`config.mk`:
```
export PLATFORM = sky130hd
export DESIGN_NAME = mdio_mgmt_master
export DESIGN_NICKNAME = d
export VERILOG_FILES = /design/src/rtl/mdio_mgmt_pkg.sv /design/src/rtl/mdio_clk_div.sv /design/src/rtl/mdio_frame_engine.sv /design/src/rtl/mdio_mgmt_master.sv
export SDC_FILE = /design/constraint.sdc
export NUM_CORES = 1
export LEC_CHECK = 0
export ABC_AREA = 1
export BUFFER_PORTS_ARGS = -buffer_cell sky130_fd_sc_hd__buf_2
export CAP_MARGIN = 15
export CORE_MARGIN = 1
export CORE_UTILIZATION = 55
export CTS_BUF_LIST = sky130_fd_sc_hd__clkbuf_8 sky130_fd_sc_hd__clkbuf_16
export CTS_CLUSTER_SIZE = 30
export DETAILED_ROUTE_END_ITERATION = 10
export PLACE_DENSITY = 0.8
export SYNTH_ARGS = -nofsm -noshare
export SYNTH_HDL_FRONTEND = slang
export SYNTH_SLANG_ARGS = --single-unit
```
`constraint.sdc`:
```
create_clock -name clk -period 2.3 [get_ports clk]
set_input_delay 0.575 -clock clk [delete_from_list [all_inputs] [get_ports clk]]
set_output_delay 0.575 -clock clk [all_outputs]
set_load 0.02 [all_outputs]
```
`src/rtl/mdio_mgmt_pkg.sv`:
```
package mdio_mgmt_pkg;
  localparam logic [7:0] OFF_CMD  = 8'h10;
  localparam logic [7:0] OFF_DATA = 8'h14;

  typedef struct packed {
    logic [4:0] phy;
    logic [4:0] regn;
    logic [2:0] band;
    logic       wr;
  } mdio_cmd_t;

  // system clocks per management clock period, keeping mdc at or below 2.5 MHz
  function automatic logic [7:0] band_ratio(input logic [2:0] band);
    case (band)
      3'd0:    band_ratio = 8'd40;
      3'd1:    band_ratio = 8'd60;
      3'd2:    band_ratio = 8'd14;
      3'd3:    band_ratio = 8'd24;
      3'd4:    band_ratio = 8'd100;
      default: band_ratio = 8'd124;
    endcase
  endfunction
endpackage

```
`src/rtl/mdio_clk_div.sv`:
```
module mdio_clk_div #(
  parameter int CNT_W = 8
) (
  input  logic             clk,
  input  logic             rst_n,
  input  logic             run,
  input  logic [CNT_W-1:0] ratio,
  output logic             mdc,
  output logic             rise_tick,
  output logic             bit_end
);
  logic [CNT_W-1:0] cnt;
  logic [CNT_W-1:0] half;

  assign half      = ratio >> 1;
  assign bit_end   = run && (cnt == ratio - 1'b1);
  assign rise_tick = run && (cnt == half);
  assign mdc       = !(run && (cnt < half));

  always_ff @(posedge clk) begin
    if (!rst_n)       cnt <= '0;
    else if (!run)    cnt <= '0;
    else if (bit_end) cnt <= '0;
    else              cnt <= cnt + 1'b1;
  end
endmodule

```
`src/rtl/mdio_frame_engine.sv`:
```
module mdio_frame_engine
  import mdio_mgmt_pkg::*;
#(
  parameter int PRE_LEN = 32,
  parameter int DATA_W  = 16,
  parameter int CNT_W   = 8
) (
  input  logic              clk,
  input  logic              rst_n,
  input  logic              start,
  input  mdio_cmd_t         cmd,
  input  logic [DATA_W-1:0] wr_data,
  input  logic              mdio_i,
  input  logic              rise_tick,
  input  logic              bit_end,
  output logic              busy,
  output logic [CNT_W-1:0]  ratio,
  output logic              mdio_o,
  output logic              mdio_oe,
  output logic              rd_done,
  output logic [DATA_W-1:0] rd_data
);
  localparam int HDR_LEN    = PRE_LEN + 14;
  localparam int DATA_START = HDR_LEN + 2;
  localparam int FRAME_LEN  = DATA_START + DATA_W;
  localparam int IDX_W      = $clog2(FRAME_LEN);

  logic [FRAME_LEN-1:0] shreg;
  logic [IDX_W-1:0]     idx;
  logic                 is_wr;
  logic                 last_bit;

  assign last_bit = (idx == IDX_W'(FRAME_LEN - 1));
  assign mdio_o   = shreg[FRAME_LEN-1];
  assign mdio_oe  = busy && (is_wr || (idx < IDX_W'(HDR_LEN)));
  assign rd_done  = busy && bit_end && last_bit && !is_wr;

  always_ff @(posedge clk) begin
    if (!rst_n) begin
      shreg   <= '0;
      idx     <= '0;
      is_wr   <= 1'b0;
      busy    <= 1'b0;
      ratio   <= '0;
      rd_data <= '0;
    end else if (start && !busy) begin
      shreg <= {{PRE_LEN{1'b1}}, 2'b01, (cmd.wr ? 2'b01 : 2'b10), cmd.phy, cmd.regn,
                (cmd.wr ? {2'b10, wr_data} : {(DATA_W + 2){1'b1}})};
      idx   <= '0;
      is_wr <= cmd.wr;
      busy  <= 1'b1;
      ratio <= CNT_W'(band_ratio(cmd.band));
    end else if (busy) begin
      if (rise_tick && !is_wr && (idx >= IDX_W'(DATA_START)))
        rd_data <= {rd_data[DATA_W-2:0], mdio_i};
      if (bit_end) begin
        shreg <= {shreg[FRAME_LEN-2:0], 1'b1};
        if (last_bit) busy <= 1'b0;
        else          idx  <= idx + 1'b1;
      end
    end
  end
endmodule

```
`src/rtl/mdio_mgmt_master.sv`:
```
module mdio_mgmt_master
  import mdio_mgmt_pkg::*;
#(
  parameter int PRE_LEN = 32,
  parameter int CNT_W   = 8
) (
  input  logic        clk,
  input  logic        rst_n,
  input  logic        reg_wr,
  input  logic [7:0]  reg_addr,
  input  logic [31:0] reg_wdata,
  output logic [31:0] reg_rdata,
  output logic        mdc,
  input  logic        mdio_i,
  output logic        mdio_o,
  output logic        mdio_oe
);
  localparam int DATA_W = 16;

  mdio_cmd_t          cmd_q;
  logic [DATA_W-1:0]  data_q;
  logic               busy_q;
  logic               wr_cmd, wr_dat, start;
  logic [CNT_W-1:0]   ratio;
  logic               rise_tick, bit_end, rd_done;
  logic [DATA_W-1:0]  rd_data;
  logic               unused_wbits;

  assign unused_wbits = ^{reg_wdata[31:16], reg_wdata[5]};
  assign wr_cmd = reg_wr && (reg_addr == OFF_CMD) && !busy_q;
  assign wr_dat = reg_wr && (reg_addr == OFF_DATA) && !busy_q;
  assign start  = wr_cmd && reg_wdata[0];

  always_ff @(posedge clk) begin
    if (!rst_n) begin
      cmd_q  <= '0;
      data_q <= '0;
    end else begin
      if (wr_cmd) cmd_q <= '{phy: reg_wdata[15:11], regn: reg_wdata[10:6],
                              band: reg_wdata[4:2], wr: reg_wdata[1]};
      if (wr_dat)       data_q <= reg_wdata[DATA_W-1:0];
      else if (rd_done) data_q <= rd_data;
    end
  end

  always_comb begin
    case (reg_addr)
      OFF_CMD:  reg_rdata = {16'h0, cmd_q.phy, cmd_q.regn, 1'b0, cmd_q.band, cmd_q.wr, busy_q};
      OFF_DATA: reg_rdata = {16'h0, data_q};
      default:  reg_rdata = '0;
    endcase
  end

  mdio_clk_div #(.CNT_W(CNT_W)) u_div (
    .clk(clk), .rst_n(rst_n), .run(busy_q), .ratio(ratio),
    .mdc(mdc), .rise_tick(rise_tick), .bit_end(bit_end)
  );

  mdio_frame_engine #(.PRE_LEN(PRE_LEN), .DATA_W(DATA_W), .CNT_W(CNT_W)) u_eng (
    .clk(clk), .rst_n(rst_n), .start(start), .cmd('{phy: reg_wdata[15:11],
      regn: reg_wdata[10:6], band: reg_wdata[4:2], wr: reg_wdata[1]}),
    .wr_data(data_q), .mdio_i(mdio_i), .rise_tick(rise_tick), .bit_end(bit_end),
    .busy(busy_q), .ratio(ratio), .mdio_o(mdio_o), .mdio_oe(mdio_oe),
    .rd_done(rd_done), .rd_data(rd_data)
  );
endmodule

```
==> impl_metrics.ini <==
[worst_setup_path]
cp-end-kind = output pin
crit_family = flip-flops
critPathMaxStageDelay_ns = 0.39
crit_chain = inv_4, ha_4, inv_2, o31ai_1, nand2_1, nand3_2, buf_6
path_buf_inv = 3
critical_path_arrival_ns = 1.70
cp-start-kind = flip-flop
crit_type = flip-flop to output pin
worst_path_max_delay_cell = dfxtp_4
crit_fanout = 5
critical_path_required_ns = 1.73

[sta]
rsz0062_at_grt = yes
fin_crit_ns = 2.27
fin_crit_sh_pct = 98.8
timing.final.ws_setup_ns = 0.0273
max_freq_mhz = 440
slew_viol_final = 0
final_hold_viol_count = 0
skew_ns = 0.00837
hold_ws_ns = 0.430
setup-violations-final = 0

[global_routing]
grt_use_met3_pct = 6.04
grt_pass1_wl_um = 24300
gr-usage-met2_pct = 42.8
grt_pass1_vias = 5267
grt_max_degree = 48
overflow = 0
track_usage_pct = 26.4
gr-max-usage-layer = met2
antenna_found_initial = 0
gr-usage-met1_pct = 32.8

[detailed_routing]
ant_nets = 0
wl_um = 15000
drt-wirelength-per-cell_um = 14.1
via_per_inst = 5.49
drc_errors = 0
vias = 5852
drt_iter0_markers = 384
drt_pass1_iterations = 5

[power]
total_power_uw = 5300
p_leak_uw = 0.00307
power_density_nw_per_um2 = 727
ir_drop_uv = 549

[place]
placed_cell_area_um2 = 6530
place_ws_ns = 0.0643
port_buffers = 46
place_hpwl_um = 9370
gp_congestion = 0.862

[synthesis]
syn_inst = 870
synth_cell_types = 38
synth_warnings = 0
ys_ff_latch = 132
ys_seq_area_share_pct = 42.1
syn_area_um2 = 6280
async_flop_share_pct = 0
avgSynthCellArea_um2 = 7.22
synth_flop_cell = dfxtp_1
synth-edff-count = 0

[cts]
cts_tree = yes
clockRootBuffer = clkbuf_16
clock_latency_ns = 0.42
h-tree-depth = 4
path_clk_slew_ns = 0.06
hold_buffers = 0
clock_path_buffers = 2
numCtsBuffers = 17
cts_num_sinks = 132

[floorplanning]
ioPinCount = 79
die_w_um = 109
dieArea_um2 = 11800
core_area_um2 = 11000
rows = 38
die_h_um = 109
start_util_pct = 57.2

[final_layout]
final_common_cell = nand2_1
area_growth_pct = 16.0
regArea_um2 = 2660
multi_input_area_um2 = 3020
final_nets = 966
n_fill_cell = 893
antennaDiodeCount = 0
final_layout_size_suffix_gt1_share_pct = 15.8
final_cell_mix = 146 x nand2_1, 126 x dfxtp_1, 116 x nor2_1, 88 x nand3_1, 75 x inv_1
fin_area_um2 = 7290

[hold_path]
min_path_type = input port to flip-flop

[flow_run]
max_cap_viol_count = 0

[status]
outcome = finished clean
-- final cells by class --
class	instances	area share (%)
flip-flops and latches	132	36.4
well taps	140	2.40
inverters	82	4.29
repair buffers	75	6.80
clock inverters	14	2.54
multi-input cells	605	41.5
clock buffers	18	6.03
-- cell families (layout without fill, tap and decap cells) --
group	count (synthesis)	count (layout)	share of synthesized area, %
AO/OA/AOI/OAI	187	187	15.6
XOR/XNOR	8	8	1.12
adder cells (fa/ha/maj)	9	9	1.79
buffers and inverters	149	189	11.8
flip-flops	132	132	42.1
other	1	16	0.0597
AND/OR/NAND/NOR	384	385	27.5
-- final timing paths --
path                        from                to  slack, ns  cells after the start
setup / recovery  u_eng.ratio[4]               mdc       0.03                      7
hold / removal            mdio_i  u_eng.rd_data[0]       0.43                      3
setup reg to reg  u_eng.ratio[1]   u_eng.shreg[54]       0.12                     11
hold reg to reg     u_div.cnt[0]      u_div.cnt[0]       0.45                      1
-- state kept, by name (all words and copies together) (netlist names) --
signal         cells
u_eng.shreg       64
cmd_q             14
u_eng.rd_data     16
u_eng.ratio        6
data_q            16
u_eng.idx          6
u_eng.busy         1
u_div.cnt          8
u_eng.is_wr        1
-- metal layers --
metal	routed length (um)	vias up
met2	7230	184
met1	6540	2716
met3	847	34
met4	381	0
met5	0	-
li1	-	2918
-- tightest hold or removal path, stage by stage --
cell and delay [ns]:
buf_2 0.07, o21ai_0 0.07, a21oi_1 0.10
-- power breakdown --
| group | switching (uW) | leakage [uW] | internal (uW) |
|---|---|---|---|
| Clock | 1010 | 0.000307 | 1830 |
| Sequential | 1.18 | 0.00107 | 2290 |
| Combinational | 118 | 0.00169 | 47.6 |
| Total | 1130 | 0.00307 | 4170 |
-- cell usage after synthesis, drive strengths merged (3+ instances only) --
cell | instances | area share, %
nand2 | 151 | 9.5
dfxtp | 132 | 42
nor2 | 121 | 7.8
o21ai | 99 | 7.9
nand3 | 96 | 8.1
inv | 81 | 4.8
a21oi | 54 | 4.3
buf | 44 | 5.6
a31oi | 28 | 2.8
clkbuf | 23 | 1.4
nor3 | 10 | 0.96
ha | 9 | 1.8
xor2 | 7 | 0.98
nand4 | 4 | 0.88
o22ai | 3 | 0.30
-- stage by stage --
step                      utilization (%)  std cells  setup TNS (ns)
after floorplan                         -        885               0
after global placement               59.4       1030               0
after detailed placement             59.4       1030               0
after CTS                            65.3       1062               0
after global routing                 66.3       1066         -0.0605
final                                66.3       1066               0
-- repair_timing --
item | CTS | global route
endpoints found under the setup margin | 1 | 54
endpoints found under the hold margin | 0 | 0
gates cloned | 0 | 1
buffers inserted | 0 | 3
pin swaps | 2 | 4
resized for setup | 9 | 21
Note: power is estimated with default switching activity, not from simulation.
